**src/rtl/calib_pkg.sv**
```systemverilog
package calib_pkg;

   localparam int unsigned MAG_W    = 5;
   localparam int unsigned MAG_MAX  = (1 << MAG_W) - 1;

   typedef logic [MAG_W-1:0] trim_mag_t;

   typedef struct packed {
      trim_mag_t mag;
      logic      dir;   // 1 = add ticks, 0 = drop ticks
   } trim_t;

   function automatic int unsigned budget_bits(input int unsigned skip_step,
                                               input int unsigned ins_step);
      int unsigned big;
      big = (skip_step > ins_step) ? skip_step : ins_step;
      return $clog2(MAG_MAX * big + 1);
   endfunction

endpackage

```
**src/rtl/calib_window_ctr.sv**
```systemverilog
module calib_window_ctr #(
   parameter int unsigned WINDOW = 125829120,
   localparam int unsigned IDX_W = (WINDOW > 1) ? $clog2(WINDOW) : 1
) (
   input  logic clk,
   input  logic rst,
   input  logic tick,
   output logic open_win
);

   logic [IDX_W-1:0] idx_q;

   assign open_win = tick && (idx_q == '0);

   generate
      if ((1 << IDX_W) == WINDOW) begin : g_pow2
         // natural wrap of the counter closes the window
         always_ff @(posedge clk) begin
            if (rst)       idx_q <= '0;
            else if (tick) idx_q <= idx_q + 1'b1;
         end
      end else begin : g_cmp
         localparam logic [IDX_W-1:0] LAST = IDX_W'(WINDOW - 1);
         always_ff @(posedge clk) begin
            if (rst)             idx_q <= '0;
            else if (tick) begin
               if (idx_q == LAST) idx_q <= '0;
               else               idx_q <= idx_q + 1'b1;
            end
         end
      end
   endgenerate

endmodule

```
**src/rtl/calib_setting_reg.sv**
```systemverilog
module calib_setting_reg
   import calib_pkg::*;
(
   input  logic  clk,
   input  logic  rst,
   input  logic  open_win,
   input  trim_t trim_in,
   output trim_t trim_q,
   output trim_t trim_eff
);

   always_ff @(posedge clk) begin
      if (rst)           trim_q <= '0;
      else if (open_win) trim_q <= trim_in;
   end

   // the opening tick already follows the new setting
   assign trim_eff = open_win ? trim_in : trim_q;

endmodule

```
**src/rtl/calib_budget.sv**
```systemverilog
module calib_budget
   import calib_pkg::*;
#(
   parameter int unsigned SKIP_PER_STEP = 256,
   parameter int unsigned INS_PER_STEP  = 512,
   localparam int unsigned BUD_W = budget_bits(SKIP_PER_STEP, INS_PER_STEP)
) (
   input  logic             clk,
   input  logic             rst,
   input  logic             tick,
   input  logic             open_win,
   input  trim_t            trim_eff,
   output logic             fix_now,
   output logic [BUD_W-1:0] budget_q
);

   localparam logic [BUD_W-1:0] SKIP_K = BUD_W'(SKIP_PER_STEP);
   localparam logic [BUD_W-1:0] INS_K  = BUD_W'(INS_PER_STEP);

   logic [BUD_W-1:0] load_val;
   logic [BUD_W-1:0] cur;

   always_comb begin
      load_val = BUD_W'(trim_eff.mag) * (trim_eff.dir ? INS_K : SKIP_K);
      cur      = open_win ? load_val : budget_q;
      fix_now  = tick && (cur != '0);
   end

   always_ff @(posedge clk) begin
      if (rst)       budget_q <= '0;
      else if (tick) budget_q <= cur - BUD_W'(fix_now);
   end

endmodule

```
**src/rtl/calib_out_stage.sv**
```systemverilog
module calib_out_stage (
   input  logic clk,
   input  logic rst,
   input  logic tick,
   input  logic fix_now,
   input  logic dir,
   output logic add_pend,
   output logic corr_en
);

   always_ff @(posedge clk) begin
      if (rst) begin
         corr_en  <= 1'b0;
         add_pend <= 1'b0;
      end else begin
         corr_en  <= (tick && !(fix_now && !dir)) || add_pend;
         add_pend <= tick && fix_now && dir;
      end
   end

endmodule

```
**src/rtl/rate_calibrator.sv**
```systemverilog
module rate_calibrator
   import calib_pkg::*;
#(
   parameter int unsigned WINDOW        = 125829120,
   parameter int unsigned SKIP_PER_STEP = 256,
   parameter int unsigned INS_PER_STEP  = 512
) (
   input  logic       clk,
   input  logic       rst,
   input  logic       osc_en,
   input  logic [4:0] trim_mag,
   input  logic       trim_dir,
   output logic       corr_en
);

   localparam int unsigned BUD_W = budget_bits(SKIP_PER_STEP, INS_PER_STEP);

   generate
      if (SKIP_PER_STEP * MAG_MAX > WINDOW) begin : g_bad_skip
         $error("full-scale drop budget exceeds window");
      end
      if (INS_PER_STEP * MAG_MAX > WINDOW) begin : g_bad_ins
         $error("full-scale add budget exceeds window");
      end
      if (WINDOW < 2) begin : g_bad_win
         $error("window too short");
      end
   endgenerate

   logic             open_win;
   logic             fix_now;
   logic             add_pend;
   logic [BUD_W-1:0] budget_q;
   trim_t            trim_in;
   trim_t            trim_q;
   trim_t            trim_eff;

   assign trim_in.mag = trim_mag;
   assign trim_in.dir = trim_dir;

   calib_window_ctr #(.WINDOW(WINDOW)) u_win (
      .clk(clk), .rst(rst), .tick(osc_en), .open_win(open_win)
   );

   calib_setting_reg u_set (
      .clk(clk), .rst(rst), .open_win(open_win), .trim_in(trim_in),
      .trim_q(trim_q), .trim_eff(trim_eff)
   );

   calib_budget #(.SKIP_PER_STEP(SKIP_PER_STEP), .INS_PER_STEP(INS_PER_STEP)) u_bud (
      .clk(clk), .rst(rst), .tick(osc_en), .open_win(open_win),
      .trim_eff(trim_eff), .fix_now(fix_now), .budget_q(budget_q)
   );

   calib_out_stage u_out (
      .clk(clk), .rst(rst), .tick(osc_en), .fix_now(fix_now),
      .dir(trim_eff.dir), .add_pend(add_pend), .corr_en(corr_en)
   );

endmodule

```
**config.mk**
```make
export PLATFORM = sky130hd
export DESIGN_NAME = rate_calibrator
export DESIGN_NICKNAME = d
export VERILOG_FILES = /design/src/rtl/calib_pkg.sv /design/src/rtl/calib_window_ctr.sv /design/src/rtl/calib_setting_reg.sv /design/src/rtl/calib_budget.sv /design/src/rtl/calib_out_stage.sv /design/src/rtl/rate_calibrator.sv
export SDC_FILE = /design/constraint.sdc
export NUM_CORES = 1
export LEC_CHECK = 0
export ABC_AREA = 1
export BUFFER_PORTS_ARGS = -buffer_cell sky130_fd_sc_hd__buf_2
export CAP_MARGIN = 40
export CORE_MARGIN = 2
export CORE_UTILIZATION = 46
export CTS_CLUSTER_DIAMETER = 80
export DETAILED_ROUTE_END_ITERATION = 16
export PLACE_DENSITY_LB_ADDON = 0.08
export SLEW_MARGIN = 20
export SYNTH_ARGS = -nofsm -noshare
export SYNTH_HDL_FRONTEND = slang
export SYNTH_SLANG_ARGS = --single-unit
```
**constraint.sdc**
```tcl
create_clock -name clk -period 8.85 [get_ports clk]
set_input_delay 0.885 -clock clk [delete_from_list [all_inputs] [get_ports clk]]
set_output_delay 0.885 -clock clk [all_outputs]
set_load 0.01 [all_outputs]
```
* After elaboration in Yosys (flattened, before gate mapping) *
Cells that the tools add are included.
Widths: inputs -> output; s select.

operators by class
  eq/ne operators = 1
  reductions and logical operators = 11
  $add $sub $neg = 2
  muxes and demuxes = 4
  multiply operators = 1

operator list
  operator               count
  $add 27x1->27 const B  1
  $eq 27x27->1 const B   1
  $logic_not 27->1       1
  $mux 27                1
  $mul 5x14->14          1
  $mux 14                1
  $reduce_bool 14->1     1
  $sub 14x1->14          1
  $mux 10                1
  $logic_and 1x1->1      6
  $mux 6                 1
  $logic_not 1->1        2
  $logic_or 1x1->1       1

word-level totals
  logic and storage cells = 25
  bits in registers = 49

* Logic depth before layout (Yosys ltp) *
Gate-level depths: netlist of the first run.

  depth after elaboration = 12
  mapped depth = 33

* Modules after synthesis *
A second synthesis of the first run with hierarchy kept.

unflattened totals
  cells, all modules = 489
  area total of the unflattened synthesis = 3186.8 um2

modules (own cells, without submodules)
  module             area each (um2)  cells an instance  instances  seq. area each (um2)
  calib_window_ctr   1630.3           237                1          540.5
  calib_budget       1193.6           193                1          280.3
  calib_setting_reg  284.0            49                 1          120.1
  calib_out_stage    78.8             10                 1          40.0

* Least setup slack after synthesis of the first run *
No wires, ideal clock.

  path type = input-to-reg
  start = in osc_en
  end = reg u_bud.budget_q[11]
  stages on the path = 28
  buffers on the path = 0
  setup time = 0.113 ns
  slack = 4.930 ns
  arrival time = 3.807 ns
  path through = nand2_1 -> nor2_1 -> nand2_1 -> nor2_1 -> nand2_2 -> nand2_1 -> nand2_2 -> inv_1 -> o21ai_0 -> ha_1 -> ha_1 -> xor2_1 -> o21ai_2 -> nand3_1 -> nor2_1 -> nand3_1 -> nand2_1 -> inv_1 -> ha_1 -> inv_1 -> nor2_2 -> nand2_1 -> inv_2 -> nand2_2 -> nor2_2 -> xnor2_1 -> o21ai_1 -> inv_1

on the way
  cells in the longest elaborated chain, start to end = 8

ends and longest elaborated chain
  what                    RTL line                 text
  start: declaration      rate_calibrator.sv:10    input logic osc_en,
  $logic_and 1x1->1       calib_window_ctr.sv:13   assign open_win = tick && (idx_q == '0);
  $mux 6                  calib_setting_reg.sv:18  assign trim_eff = open_win ? trim_in : trim_q;
  $mux 10                 calib_budget.sv:24       load_val = BUD_W'(trim_eff.mag) * (trim_eff.dir ? INS_K : SKIP_K);
  $mul 5x14->14           calib_budget.sv:24
  $mux 14                 calib_budget.sv:25       cur = open_win ? load_val : budget_q;
  $reduce_bool 14->1      calib_budget.sv:26       fix_now = tick && (cur != '0);
  $logic_and 1x1->1       calib_budget.sv:26
  $sub 14x1->14           calib_budget.sv:31       else if (tick) budget_q <= cur - BUD_W'(fix_now);
  end signal: assignment  calib_budget.sv:31
  end: declaration        calib_budget.sv:14       output logic [BUD_W-1:0] budget_q

Parallel ways exist; a longest one is shown, timed or not.
A chain may end at the register's enable or synchronous reset.

* Final worst setup path of the first run *
Same ends and word-level chain as after synthesis.

==> results of run 1 <==
## sequential cells by signal, indices dropped and copies added (netlist names)
signal and count:
u_bud.budget_q 14, u_out.add_pend 1, u_out.corr_en 1, u_set.trim_q 5, u_win.idx_q 27
## synthesized netlist by cell type, types with 2 or more instances
| master | number | area [sq um] |
|---|---|---|
| nand2_1 | 100 | 375.4 |
| inv_1 | 60 | 225.2 |
| nor2_1 | 52 | 195.2 |
| dfxtp_1 | 48 | 960.9 |
| a21oi_1 | 21 | 105.1 |
| nor3_1 | 18 | 90.09 |
| nand3_1 | 15 | 75.07 |
| o21ai_0 | 13 | 65.06 |
| xor2_1 | 11 | 96.34 |
| inv_2 | 10 | 37.54 |
| ha_1 | 8 | 100.1 |
| nor2_2 | 7 | 43.79 |
| nand2_2 | 6 | 37.54 |
| nand4_1 | 6 | 37.54 |
| a211oi_1 | 5 | 37.54 |
| clkbuf_1 | 4 | 15.01 |
| nor3b_1 | 4 | 30.03 |
| nor4_1 | 3 | 18.77 |
| o21ai_1 | 3 | 15.01 |
| a31oi_1 | 2 | 12.51 |
| buf_2 | 2 | 10.01 |
| nand3b_1 | 2 | 15.01 |
| nor2_4 | 2 | 22.52 |
| nor3_2 | 2 | 20.02 |
| o21a_1 | 2 | 15.01 |
| o21ai_2 | 2 | 17.52 |
| xnor2_1 | 2 | 17.52 |
## critical path, delay by kind of cell
kind | cells | cell delay, ps
adder cells (fa/ha/maj) | 3 | 780
XOR/XNOR | 2 | 270
buffers and inverters | 6 | 710
AND/OR/NAND/NOR | 15 | 1450
AO/OA/AOI/OAI | 3 | 470
## where the power goes
group | internal (mW) | switching, mW
logic | 0.0350 | 0.0635
clock network | 0.0634 | 0.0797
registers | 0.226 | 0.00468
## kinds of logic after synthesis
kind of cell               after synthesis
and+or+nand+nor                        220
buffers and inverters                   77
AOI/OAI and AO/OA                       51
DFF                                     48
xor gates and xnor gates                13
adders and majority gates                8
other                                    1
muxes                                    1
## worst min-delay path by stage
| stage | startpoint | end | slack (ps) | cells after the start |
|---|---|---|---|---|
| final | u_out.add_pend | u_out.corr_en | 430 | 2 |
| after global routing | u_out.add_pend | u_out.corr_en | 480 | 2 |
| after CTS | u_out.add_pend | u_out.corr_en | 440 | 2 |
| after detailed placement | u_out.add_pend | u_out.corr_en | 420 | 2 |
| after global placement | u_out.add_pend | u_out.corr_en | 420 | 2 |
| after floorplan | u_out.add_pend | u_out.corr_en | 420 | 2 |
## through the flow
stage          setup slack, ps  cells  util [%]  power [mW]  area [sq um]
3_5_place_dp              4189    498     49.13      0.3339          2892
2_1_floorplan             4930    421         -      0.3151          2789
4_1_cts                   4506    506     50.79      0.4776          2989
6_report                  4478    506     50.79      0.4721          2989
5_1_grt                   3930    506     50.79      0.5006          2989
3_3_place_gp              4294    498     49.13      0.3332          2892
## routing by layer
| layer | global-route usage (%) | vias up |
|---|---|---|
| met5 | 0 | - |
| met4 | 7.000 | 0 |
| met3 | 2.747 | 7 |
| met2 | 29.92 | 28 |
| met1 | 26.33 | 1119 |
| li1 | - | 1343 |
## layout make-up
type                    count  area (sq um)
inverters                  70         262.8
well taps                  75         93.84
flip-flops and latches     48         960.9
clock buffers               6         82.58
repair buffers              9         45.04
multi-input cells         296          1529
fillers                   597          2897
clock inverters             2         15.01
==> run metrics, run 1 <==
outcome finished, final reports clean; Ant. Diodes 0; worst r2r dst u_bud.budget_q[11]; area of the core between 5000 and 6000 sq um; die area around 6700 sq um; Clock Sinks 48; synth unique cells 36; RePlAce Congestion about 0.85; simple-gate portion of the synthesized area between 30% and 40%; Initial Utilization 47.26%; GRT Total Usage a little under a fifth; Post-DRT Antenna Nets 0; Area growth, synth to finish 7.467%; Worst Max-Slew Pin Slew a little under 600 ps; Compound-Gate Fraction of Synth Area roughly a tenth; synthesized area per cell roughly 6.6 sq um; largest net degree at the start of global routing 28; most frequent cells in the layout nand2_1 (100), inv_1 (60), nor2_1 (52), dfxtp_1 (48), a21oi_1 (21); Mapped Area roughly 2800 sq um; Synth Instances 419; final WL slightly below 6 mm; met2 wire length about 2.5 mm; commonest non-fill, non-tap cell in the layout nand2_1; Power Density ~160 nW/um^2; final max-slew violation count 0; drt wl/cell between 10 and 15 microns; adder-cell share of the synthesized area between 3 and 4%; CTS H-tree lvls 2; Chip Height 81.76 microns; worst reg2reg setup slack 4760 ps; Final Skew 9.239 ps; Chip Width between 80 and 90 microns; Critical Path End u_bud.budget_q[11]; post-synthesis mux area share 0.8097%; CP startpoint osc_en; Final setup viols 0; postcts setup bufs 0; worst skew pair latency between 300 and 400 ps; final setup TNS 0 ps; nets@finish ~450; CTS tree yes; Cell Rows 28; vias 2,497; post-synthesis xor/xnor area fraction between 4 and 5%; Async S/R FF share, synth 0%; critical path type in -> reg; crit path DAT 4580 ps; #FFs+latches synth 48; Slew headroom between 60 and 70%; TritonRoute pass-1 iters 4; Leak Pwr between 1 and 1.5 nW; Iteration-0 DRC Markers ~120; vias in the first global route between 2k and 2.5k; Final Hold Viols 0; Root Driver clkbuf_8; Hold/Removal Path Class reg -> reg; worst vdd ir 0.00007776 V; Req. time, crit path roughly 9100 ps; worst reg2reg path depth 30; Most Frequent Cell on Critical Path nand2_1; critical path's largest stage delay around 340 ps; initial antenna violation count 0; crit end category register; post_cts resized 0; Vias/cell approximately 5; final critical-path share of the clock period around half; sequential fraction of the synthesis area between 30% and 40%; RSZ-0062 raised after global routing false; max_cap viols 0; aggregate global routing overflow 0; CTS Hold Bufs 0; R2R Path Start u_win.idx_q[0]; routed wl met3 between 150 and 200 microns; Ys Warns 0; Clock Path Buffers 2; met1 wire length just over 3 mm; Min Clock Period, post-route approximately 4400 ps; slowest CP cell buf_2; Top FF cell, synth dfxtp_1; I/O Buffers 9; crit-path max FO 23; hold slack final roughly 430 ps; number of remaining DRC errors 0; Max Used Layer met4; main combinational cell family by area after synthesis simple AND/OR/NAND/NOR gates; EDFF count, synth 0; TritonCTS Buffers 5; clock slew at reported path FFs 90 ps; HPWL Detailed approximately 4.4 mm; Critical Path Start Type input port; share of post-route cells with drive strength above 1 between 10% and 20%; Max Freq 228.7 MHz; Top Ports 10; global-route wire length before repair ~10 mm
(Power assumes the default switching activity.)
==> run 2: changes to the inputs <==
--- a/config.mk
+++ b/config.mk
@@ -5,7 +5,7 @@
 export SDC_FILE = /design/constraint.sdc
 export NUM_CORES = 1
 export LEC_CHECK = 0
-export ABC_AREA = 1
+export ABC_AREA = 0
 export BUFFER_PORTS_ARGS = -buffer_cell sky130_fd_sc_hd__buf_2
 export CAP_MARGIN = 40
 export CORE_MARGIN = 2
==> constraint.sdc (replaced) <==
create_clock -name clk -period 4.58 [get_ports clk]
set_input_delay 0.458 -clock clk [delete_from_list [all_inputs] [get_ports clk]]
set_output_delay 0.458 -clock clk [all_outputs]
set_load 0.01 [all_outputs]
==> run 2 against run 1 <==
Routed wire length increased by 7.6%. Clock skew up 2.5 ps. Critical path type is now reg -> reg. First-iteration DRC count up 45%. Largest cell class unchanged. Highest routed layer unchanged. Sequential cell count is 1 lower.
==> run metrics, run 2 <==
final critical-path share of the clock period ~93%; largest net degree at the start of global routing 27 (was 28); most frequent cells in the layout dfxtp_1 (46), nor2_1 (44), nand2_1 (28), nand3_1 (19), a21oi_1 (16) (was nand2_1 (100), inv_1 (60), nor2_1 (52), dfxtp_1 (48), a21oi_1 (21)); EDFF count, synth 0 (unchanged); final setup TNS 0 ps (unchanged); simple-gate portion of the synthesized area 31.51% (was 35.54%); share of post-route cells with drive strength above 1 14.91% (was 11.37%); main combinational cell family by area after synthesis simple AND/OR/NAND/NOR gates (unchanged); Initial Utilization 47.30% (was 47.26%); Synth area leader dfxtp_1 (unchanged); Biggest register u_win.idx_q (unchanged); drt wl/cell 15.12 microns (was 11.58 microns); aggregate global routing overflow 0 (unchanged); critical path type reg -> reg (was in -> reg); nets@finish 358 (was 447); Top Ports 10 (unchanged); hold path cells 3 (was 2); HPWL Detailed 4.511 mm (was 4.421 mm); Max Freq about 230 MHz; max FFs per register 27 (unchanged); sequential fraction of the synthesis area 33.80% (was 34.55%); area used by multi-input combinational logic 1784 sq um (was 1529 sq um); final WL 6.307 mm (was 5.862 mm); Final Util 52.32% (was 50.79%); largest cells by area after synthesis dfxtp_1 (34%), nor2_1 (5.9%), xnor2_1 (4.7%) (was dfxtp_1 (35%), nand2_1 (13%), inv_1 (8.1%)); Reg area 942.2 sq um (was 960.9 sq um); Final Skew 11.69 ps (was 9.239 ps); synth unique cells 56 (was 36); Ant. Diodes 0 (unchanged); max_cap viols 0 (unchanged); RSZ-0062 raised after global routing false (unchanged); TritonCTS Buffers 5 (unchanged); Critical Path Start Type register (was input port); clock slew at reported path FFs 100 ps (was 90 ps); TritonRoute pass-1 iters 4 (unchanged); worst skew pair latency 310 ps (about the same); Iteration-0 DRC Markers 171 (was 118); Synth top cells by count dfxtp_1 (47), nor2_1 (44), nand2_1 (28), nand3_1 (19), a21oi_1 (16) (was nand2_1 (100), inv_1 (60), nor2_1 (52), dfxtp_1 (48), a21oi_1 (21)); Compound-Gate Fraction of Synth Area 13.03% (was 10.53%); outcome finished, final reports clean (unchanged); adder-cell share of the synthesized area 3.596% (was 3.599%); Leak Pwr 1.139 nW (was 1.381 nW); post-synthesis xor/xnor area fraction 9.438% (was 4.094%); CTS H-tree lvls 2 (unchanged); Chip Height 81.80 microns (was 81.76 microns); Req. time, crit path 4790 ps (was 9060 ps); crit-path max FO 9 (was 23); Vias/cell 5.674 (was 4.935); synthesized area per cell 8.385 sq um (was 6.638 sq um); top-count cell post-synth dfxtp_1 (was nand2_1); number of remaining DRC errors 0 (unchanged); global-route wire length before repair 10.38 mm (was 9.963 mm); Post-DRT Antenna Nets 0 (unchanged); Min Clock Period, post-route around 4300 ps; Top FF cell, synth dfxtp_1 (unchanged); I/O Buffers 9 (unchanged); Synth Instances 332 (was 419); commonest non-fill, non-tap cell in the layout dfxtp_1 (was nand2_1); Area growth, synth to finish 10.61% (was 7.467%); Final setup viols 0 (unchanged); Clock Sinks 47 (was 48); Cell Rows 28 (unchanged); worst reg2reg path depth 20 (was 30); CTS tree yes (unchanged); Slew headroom 48.79% (was 60.42%); area of the core 5886 sq um (unchanged); Synth top area share 33.80% (was 34.55%); Root Driver clkbuf_8 (unchanged); RePlAce Congestion 0.7979 (was 0.8506); worst vdd ir 0.0001342 V (was 0.00007776 V); Final Hold Viols 0 (unchanged); Power, Total 0.9674 mW (was 0.4721 mW); vias 2,366 (was 2,497); Power Density 314.2 nW/um^2 (was 157.9 nW/um^2); Top Registers u_win.idx_q: 27 flops, u_bud.budget_q: 14 flops, u_set.trim_q: 4 flops (was u_win.idx_q: 27 flops, u_bud.budget_q: 14 flops, u_set.trim_q: 5 flops); Chip Width 81.80 microns (was 81.76 microns); Ys Warns 0 (unchanged); number of fill cells 584 (was 597); Hold/Removal Path Class in -> reg (was reg -> reg); Worst Max-Slew Pin Slew 761.2 ps (was 593.7 ps); #FFs+latches synth 47 (was 48); die area 6690 sq um (was 6685 sq um); crit path DAT 4490 ps (was 4580 ps); initial antenna violation count 0 (unchanged); Mapped Area 2784 sq um (was 2781 sq um); Clock Path Buffers 2 (unchanged); post-synthesis mux area share 3.775% (was 0.8097%); GRT Total Usage 20.15% (was 19.01%); crit end category register (unchanged); Async S/R FF share, synth 0% (unchanged); vias in the first global route 2,093 (was 2,248); final max-slew violation count 0 (unchanged)
run 2: repair_timing:
item	in CTS	in global routing
endpoints found under the setup margin	0	5
buffers inserted	0	1
hold endpoints to repair	0	0
hold buffers	0	0
resized for setup	0	10
run 2: report_power, final:
part	internal (mW)	leakage (nW)	switching, mW
combinational	0.0836	0.698	0.116
sequential	0.428	0.382	0.0183
clock	0.166	0.0587	0.156
total	0.678	1.14	0.290
run 2: worst paths after layout:
path                                         start            endpoint  slack [ps]
worst max register to register      u_win.idx_q[0]   u_bud.budget_q[9]         300
worst min-delay path                   trim_mag[4]     u_set.trim_q[5]         410
worst min register to register  u_bud.budget_q[13]  u_bud.budget_q[13]         470
worst max-delay path                u_win.idx_q[0]   u_bud.budget_q[9]         300
run 2: cell type report:
class                   count  area share (%)
inverters                   7          0.8533
repair buffers             18           3.779
clock inverters             3           1.544
clock buffers               5           2.235
multi-input cells         262           57.94
flip-flops and latches     47           30.60
well taps                  75           3.048
run 2: routing by layer:
metal  track usage [%]  wire [microns]  vias to the layer above  part of all wire (%)
li1                  -               -                     1201                     -
met1             31.12            3434                     1124                    54
met2             28.21            2593                       33                    41
met3             3.626             192                        8                   3.0
met4             5.667              87                        0                   1.4
met5                 0               0                        -                     0
run 2: logic make-up (layout without fill, tap and decap cells):
group	Yosys count	in the layout
compound gates	50	50
xor+xnor	30	30
fa+ha+maj	8	8
buf+inv	25	33
flops	47	47
mux	10	10
other cells	1	3
simple gates	161	161
run 2: critical path: stages, from the launching register on:
cell and delay, ps:
dfxtp_2 350, inv_1 70, ha_1 150, and4bb_2 250, nand4_4 120, or2_4 290, a211oi_2 190, a21oi_1 60
ha_1 300, ha_1 300, xor2_1 180, nor4b_2 320, and2_1 180, mux2i_2 80, and2_1 170, ha_1 210
buf_4 190, xor2_1 140, a222oi_1 300, mux2i_1 120, a32o_1 210
run 2: per-stage QoR:
step	setup WS [ps]	instance area [sq um]	hold slack, ps	cells
2_1_floorplan	61.94	2798	435.7	334
3_3_place_gp	263.0	2884	446.8	407
3_5_place_dp	142.4	2895	451.7	408
4_1_cts	122.6	3012	408.2	416
5_1_grt	4.956	3079	422.0	417
6_report	303.7	3079	414.4	417
